### config.mk
export PLATFORM = sky130hd
export DESIGN_NAME = dma_desc_exec
export DESIGN_NICKNAME = d
export VERILOG_FILES = /design/src/rtl/dma_desc_exec.sv
export SDC_FILE = /design/constraint.sdc
export NUM_CORES = 1
export LEC_CHECK = 0
export ABC_AREA = 1
export BUFFER_PORTS_ARGS = -buffer_cell sky130_fd_sc_hd__buf_4
export CAP_MARGIN = 0
export CORE_UTILIZATION = 35
export DETAILED_ROUTE_END_ITERATION = 10
export GPL_TIMING_DRIVEN = 0
export SYNTH_ARGS = -nofsm -noshare
export SYNTH_HDL_FRONTEND = slang
export SYNTH_SLANG_ARGS = --single-unit
### constraint.sdc
create_clock -name clk -period 1.53 [get_ports clk]
set_input_delay 0.153 -clock clk [delete_from_list [all_inputs] [get_ports clk]]
set_output_delay 0.153 -clock clk [all_outputs]
set_load 0.01 [all_outputs]
### src/rtl/dma_desc_exec.sv
module dma_desc_exec #(
  parameter int ADDR_W      = 46,
  parameter int ALIGN_SHIFT = 6,
  parameter int LEN_LSB     = 46,
  parameter int IRQ_BIT     = 59
) (
  input  logic                clk,
  input  logic                rst_n,
  input  logic                desc_valid,
  output logic                desc_ready,
  input  logic [63:0]         desc_qw0,
  input  logic [63:0]         desc_qw1,
  output logic                req_valid,
  input  logic                req_ready,
  output logic                req_is_status,
  output logic [ADDR_W-1:0]   req_src,
  output logic [ADDR_W-1:0]   req_dst,
  output logic [64-LEN_LSB+ALIGN_SHIFT-1:0] req_len,
  output logic [63:0]         req_data,
  output logic                done_pulse,
  output logic                irq_pulse,
  output logic                bad_type_pulse
);
  localparam int LEN_W = 64 - LEN_LSB + ALIGN_SHIFT;

  logic [3:0] kind_code;
  logic       take, hand, is_copy, is_stat, want_irq;

  assign kind_code  = desc_qw1[63:60];
  assign is_copy    = (kind_code == 4'd1);
  assign is_stat    = (kind_code == 4'd2);
  assign desc_ready = !req_valid || req_ready;
  assign take       = desc_valid && desc_ready;
  assign hand       = req_valid && req_ready;

  always_ff @(posedge clk) begin
    if (!rst_n) begin
      req_valid      <= 1'b0;
      req_is_status  <= 1'b0;
      req_src        <= '0;
      req_dst        <= '0;
      req_len        <= '0;
      req_data       <= '0;
      want_irq       <= 1'b0;
      done_pulse     <= 1'b0;
      irq_pulse      <= 1'b0;
      bad_type_pulse <= 1'b0;
    end else begin
      done_pulse     <= hand;
      irq_pulse      <= hand && req_is_status && want_irq;
      bad_type_pulse <= take && !is_copy && !is_stat;
      if (take && (is_copy || is_stat)) begin
        req_valid     <= 1'b1;
        req_is_status <= is_stat;
        req_src       <= is_copy ? desc_qw0[ADDR_W-1:0] : '0;
        req_dst       <= desc_qw1[ADDR_W-1:0];
        req_len       <= is_copy ? LEN_W'({desc_qw0[63:LEN_LSB], {ALIGN_SHIFT{1'b0}}}) : '0;
        req_data      <= is_stat ? desc_qw0 : '0;
        want_irq      <= is_stat && desc_qw1[IRQ_BIT];
      end else if (hand) begin
        req_valid <= 1'b0;
      end
    end
  end

  AST_HOLD_REQ: assert property (@(posedge clk) disable iff (!rst_n)
    req_valid && !req_ready |=> req_valid && $stable(req_dst) && $stable(req_len)
      && $stable(req_data) && $stable(req_is_status));
  AST_DONE_AFTER_HAND: assert property (@(posedge clk) disable iff (!rst_n)
    done_pulse |-> $past(req_valid && req_ready));
  AST_IRQ_WITH_DONE: assert property (@(posedge clk) disable iff (!rst_n)
    irq_pulse |-> done_pulse);
  AST_BAD_AFTER_TAKE: assert property (@(posedge clk) disable iff (!rst_n)
    bad_type_pulse |-> $past(desc_valid && desc_ready));
  AST_NO_TAKE_STALLED: assert property (@(posedge clk) disable iff (!rst_n)
    req_valid && !req_ready |-> !desc_ready);
endmodule

* After elaboration in Yosys (flattened, before gate mapping) *
Cells that the tools add are included.

operators by class
  equality and inequality tests = 2
  multiplexer cells = 5
  reduce and logical (&&, ||, !) cells = 14

operator list
  cell                                            number
  two-way mux 64 bit                              1
  two-way mux 46 bit                              1
  two-way mux 24 bit                              1
  logical AND 1 bit                               8
  == test 4 x 1 -> 1 bit (second input constant)  1
  == test 4 x 2 -> 1 bit (second input constant)  1
  logical NOT 1 bit                               3
  logical OR 1 bit                                2
  two-way mux 1 bit                               2
  nonzero test 2 bit                              1

storage, ports and cells
  output and inout bits = 186
  bits of input ports = 132
  bits in registers = 186
  word-level logic and storage cells = 31

* Depth between registers and ports, before layout *
  depth in word-level cells = 5
  depth in mapped cells = 9
  depth with buffers taken out = 7

* Worst setup path before layout *
OpenSTA, ideal clock, no wires.

  path type = flip-flop to flip-flop
  start = register req_valid
  end = register req_src[6]
  stages on the path, launching flop included = 9
  period minus slack after synthesis = 1.276 ns
  arrival time = 1.206 ns
  required time = 1.460 ns
  setup time = 0.070 ns
  path slack = 0.254 ns
  buffers on the path = 2
  cells stage by stage = dfxtp_1 > nand2_2 > nand2_4 > inv_2 > nand2_4 > buf_6 > buf_2 > nand2_1 > a21oi_1

on the way
  cells in the longest elaborated chain, start to end = 4

ends and longest elaborated chain
  what                      line  text
  start: declaration        13    output logic req_valid,
  start signal: assignment  38    req_valid <= 1'b0;
  start signal: assignment  53    req_valid <= 1'b1;
  start signal: assignment  61    req_valid <= 1'b0;
  logical NOT 1 bit         32    assign desc_ready = !req_valid || req_ready;
  logical OR 1 bit          32
  net desc_ready            10    output logic desc_ready,
  logical AND 1 bit         33    assign take = desc_valid && desc_ready;
  logical AND 1 bit         52    if (take && (is_copy || is_stat)) begin
  end signal: assignment    55    req_src <= is_copy ? desc_qw0[ADDR_W-1:0] : '0;
  end: declaration          16    output logic [ADDR_W-1:0] req_src,

The timed path passes the listed nets, and every way through them passes these cells.
A chain may end at the register's enable or synchronous reset.

* Worst setup path in the final report *
  start = register req_valid
  end = register req_dst[28]

on the way
  cells in the longest elaborated chain, start to end = 4

ends and longest elaborated chain
  what                    line  text
  logical NOT 1 bit       32
  logical OR 1 bit        32
  logical AND 1 bit       33
  logical AND 1 bit       52
  end signal: assignment  56    req_dst <= desc_qw1[ADDR_W-1:0];
  end: declaration        17    output logic [ADDR_W-1:0] req_dst,

No other way between the ends.

==> metrics.yaml <==
floorplan:
  start_util: 0.3590
  dieArea_um2: 19040
  dieHeight_um: 138.0
  die_x_um: 138.0
  row_count: 49
  core_um2: 18020
  ioPinCount: 318
logic_synthesis:
  yosys_register_bits: 180
  yosysSeqAreaShare: 0.5568
  yosys_warnings: 0
  syn_area_per_cell_um2: 8.109
  syn-cell-area_um2: 6471
  synth_cell_types: 20
  syn_inst: 798
flow_run:
  maxCapViolCount: 0
critical_path:
  critPathMaxFanout: 10
  critPathSlowestCell: "dfxtp_2"
  critPathLaunch: "req_valid"
  r2r-start: "req_valid"
  cpPeakStageDelay_ns: 0.34
  start_kind: "flip-flop"
  cp.buffers_inverters: 3
  critPathArrivalTime_ns: 1.77
  required_ns: 1.87
  rrSetupSlack_ns: 0.10
  crit_chain: "nand2_2, nand2_4, inv_2, buf_6, buf_2, nand3_1, a21oi_1"
  cp_top_family: "buffers and inverters"
  worstSetupPathType: "reg -> reg"
  end_kind: "flip-flop"
clock_network:
  numCtsBuffers: 17
  cts_root_buf: "clkbuf_16"
  cts_tree: "built"
  htreeDepth: 4
  clkSinkCount: 180
  clkTransAtPathRegs_ns: 0.07
  clockBufferDepth: 2
  clock_latency_ns: 0.43
cells_and_area:
  syn2layout_area_growth_pct: 63.11
  final_common_cell: "buf_4"
  final_cell_mix: "buf_4 (314), nand2_1 (308), dfxtp_1 (179)"
  regArea_um2: 3605
  multi_input_area_um2: 2415
  filler_cell_count: 1662
  nNetsFinal: 1347
  antennaDiodeCount: 0
  drive_gt1_frac: 0.3241
sta:
  finClkSkew_ns: 0.008718
  finalCriticalPeriod_ns: 1.426
  worst_slew_pin_slew_ns: 0.7252
  hold_viol_final: 0
  slew_violations: 0
  setup_viol: 0
  fmax_mhz: 701.2
  tns_ns: 0
  rsz0062_at_grt: "false"
  period_share: 0.9321
  slew_headroom: 0.5165
route:
  num_vias: 6703
  drtPass1Iterations: 4
  drt_iter0_drc: 263
  drc: 0
  ant_nets: 0
  wl_um: 22410
  viasPerCell: 4.601
  wl_per_cell_um: 15.38
grt:
  grt-ovfl-total: 0
  grt_pass1_vias: 6332
  grt_pass1_wl_um: 33330
  grt_antenna_before_repair: 0
  grt_max_degree: 17
  grt_usage: 0.2283
placed_design:
  gp_congestion: 0.7736
  dp_hpwl_um: 15960
  io_buffers: 298
min_path:
  hp-start: "desc_qw1[38]"
  hp-class: "in -> reg"
status:
  status: "finished clean"
power:
  p_per_area_nw_per_um2: 951.0
  power_mw: 10.04
  total_leakage_power_nw: 4.408
  max-vdd-ir-drop_mv: 0.7789
==> flip-flops by register name (all words and copies together), names as in the netlist <==
| register | cells |
|---|---|
| req_src | 46 |
| req_dst | 46 |
| bad_type_pulse | 1 |
| req_valid | 1 |
| want_irq | 1 |
| req_len | 18 |
| req_data | 64 |
| done_pulse | 1 |
| req_is_status | 1 |
| irq_pulse | 1 |
==> kinds of logic (layout without fill, tap and decap cells) <==
| logic type | after synthesis | after routing | synth area share |
|---|---|---|---|
| buffers and inverters | 73 | 498 | 0.07289 |
| other | 1 | 6 | 0.0005795 |
| flip-flops | 180 | 180 | 0.5568 |
| AND/OR/NAND/NOR | 367 | 367 | 0.2270 |
| AO/OA/AOI/OAI | 177 | 177 | 0.1427 |
==> power by group <==
part / switching [mW] / internal [mW]
Sequential: 0.0380 / 4.76
Clock: 1.94 / 2.28
Combinational: 0.469 / 0.558
Total: 2.45 / 7.59
==> per-layer routing <==
metal  wire length (um)  track usage  vias to the layer above
met5                  0            0                        -
li1                   -            -                     3414
met3               1882      0.08443                       21
met4                304      0.06159                        0
met1               9457       0.2647                     3041
met2              10770       0.3925                      227
==> worst register-to-register path: cells and delay by family (launching register included) <==
kind / cells / cell delay (ns)
buffers and inverters: 3 / 0.51
flip-flops: 1 / 0.34
AND/OR/NAND/NOR: 3 / 0.32
AO/OA/AOI/OAI: 1 / 0.19
==> worst paths after layout <==
check,to,cells past startpoint
max,req_dst[28],7
min,req_dst[38],3
min reg2reg,irq_pulse,2
max reg2reg,req_dst[28],7
==> stage by stage <==
stage / std cells / utilization / instance area [um^2] / setup slack (ns) / hold slack (ns)
5_1_grt: 1457 / 0.5856 / 10560 / 0.004591 / 0.004198
2_1_floorplan: 803 / - / 6490 / 0.2540 / 0.3003
6_report: 1457 / 0.5856 / 10560 / 0.1038 / 0.01481
4_1_cts: 1452 / 0.5816 / 10480 / 0.01490 / 0.00003378
3_3_place_gp: 1330 / 0.5001 / 9014 / -0.3216 / 0.4206
3_5_place_dp: 1330 / 0.5001 / 9014 / -0.3562 / 0.4291
==> final cells by class <==
class                      count  share of cell area
buffer                        67             0.04611
clock buffer                  20             0.04137
clock inverter                12             0.01162
inverter                       6            0.002134
multi-input combinational    550              0.2288
sequential                   180              0.3415
tap                          229             0.02715
timing repair buffer         393              0.3013
==> Yosys cell counts <==
cell	count	share of area
a21oi_1	167	0.13
a21oi_2	10	0.014
buf_2	17	0.013
buf_4	11	0.013
buf_6	16	0.028
buf_8	1	0.0023
clkbuf_1	21	0.012
clkbuf_4	1	0.0012
conb_1	1	0.00058
dfxtp_1	180	0.56
inv_1	3	0.0017
inv_2	3	0.0017
nand2_1	308	0.18
nand2_2	2	0.0019
nand2_4	2	0.0035
nand3_1	48	0.037
nor2_1	4	0.0023
nor2_2	1	0.00097
nor2_4	1	0.0017
nor3_1	1	0.00077
==> what timing repair did <==
| item | in CTS | in global routing |
|---|---|---|
| hold buffers | 90 | 2 |
| setup endpoints to repair | 30 | 154 |
| pin swaps | 0 | 1 |
| setup buffers | 0 | 3 |
| gates resized for setup | 4 | 13 |
| endpoints found under the hold margin | 137 | 2 |
No activity file was read; power rests on OpenSTA's default activity.
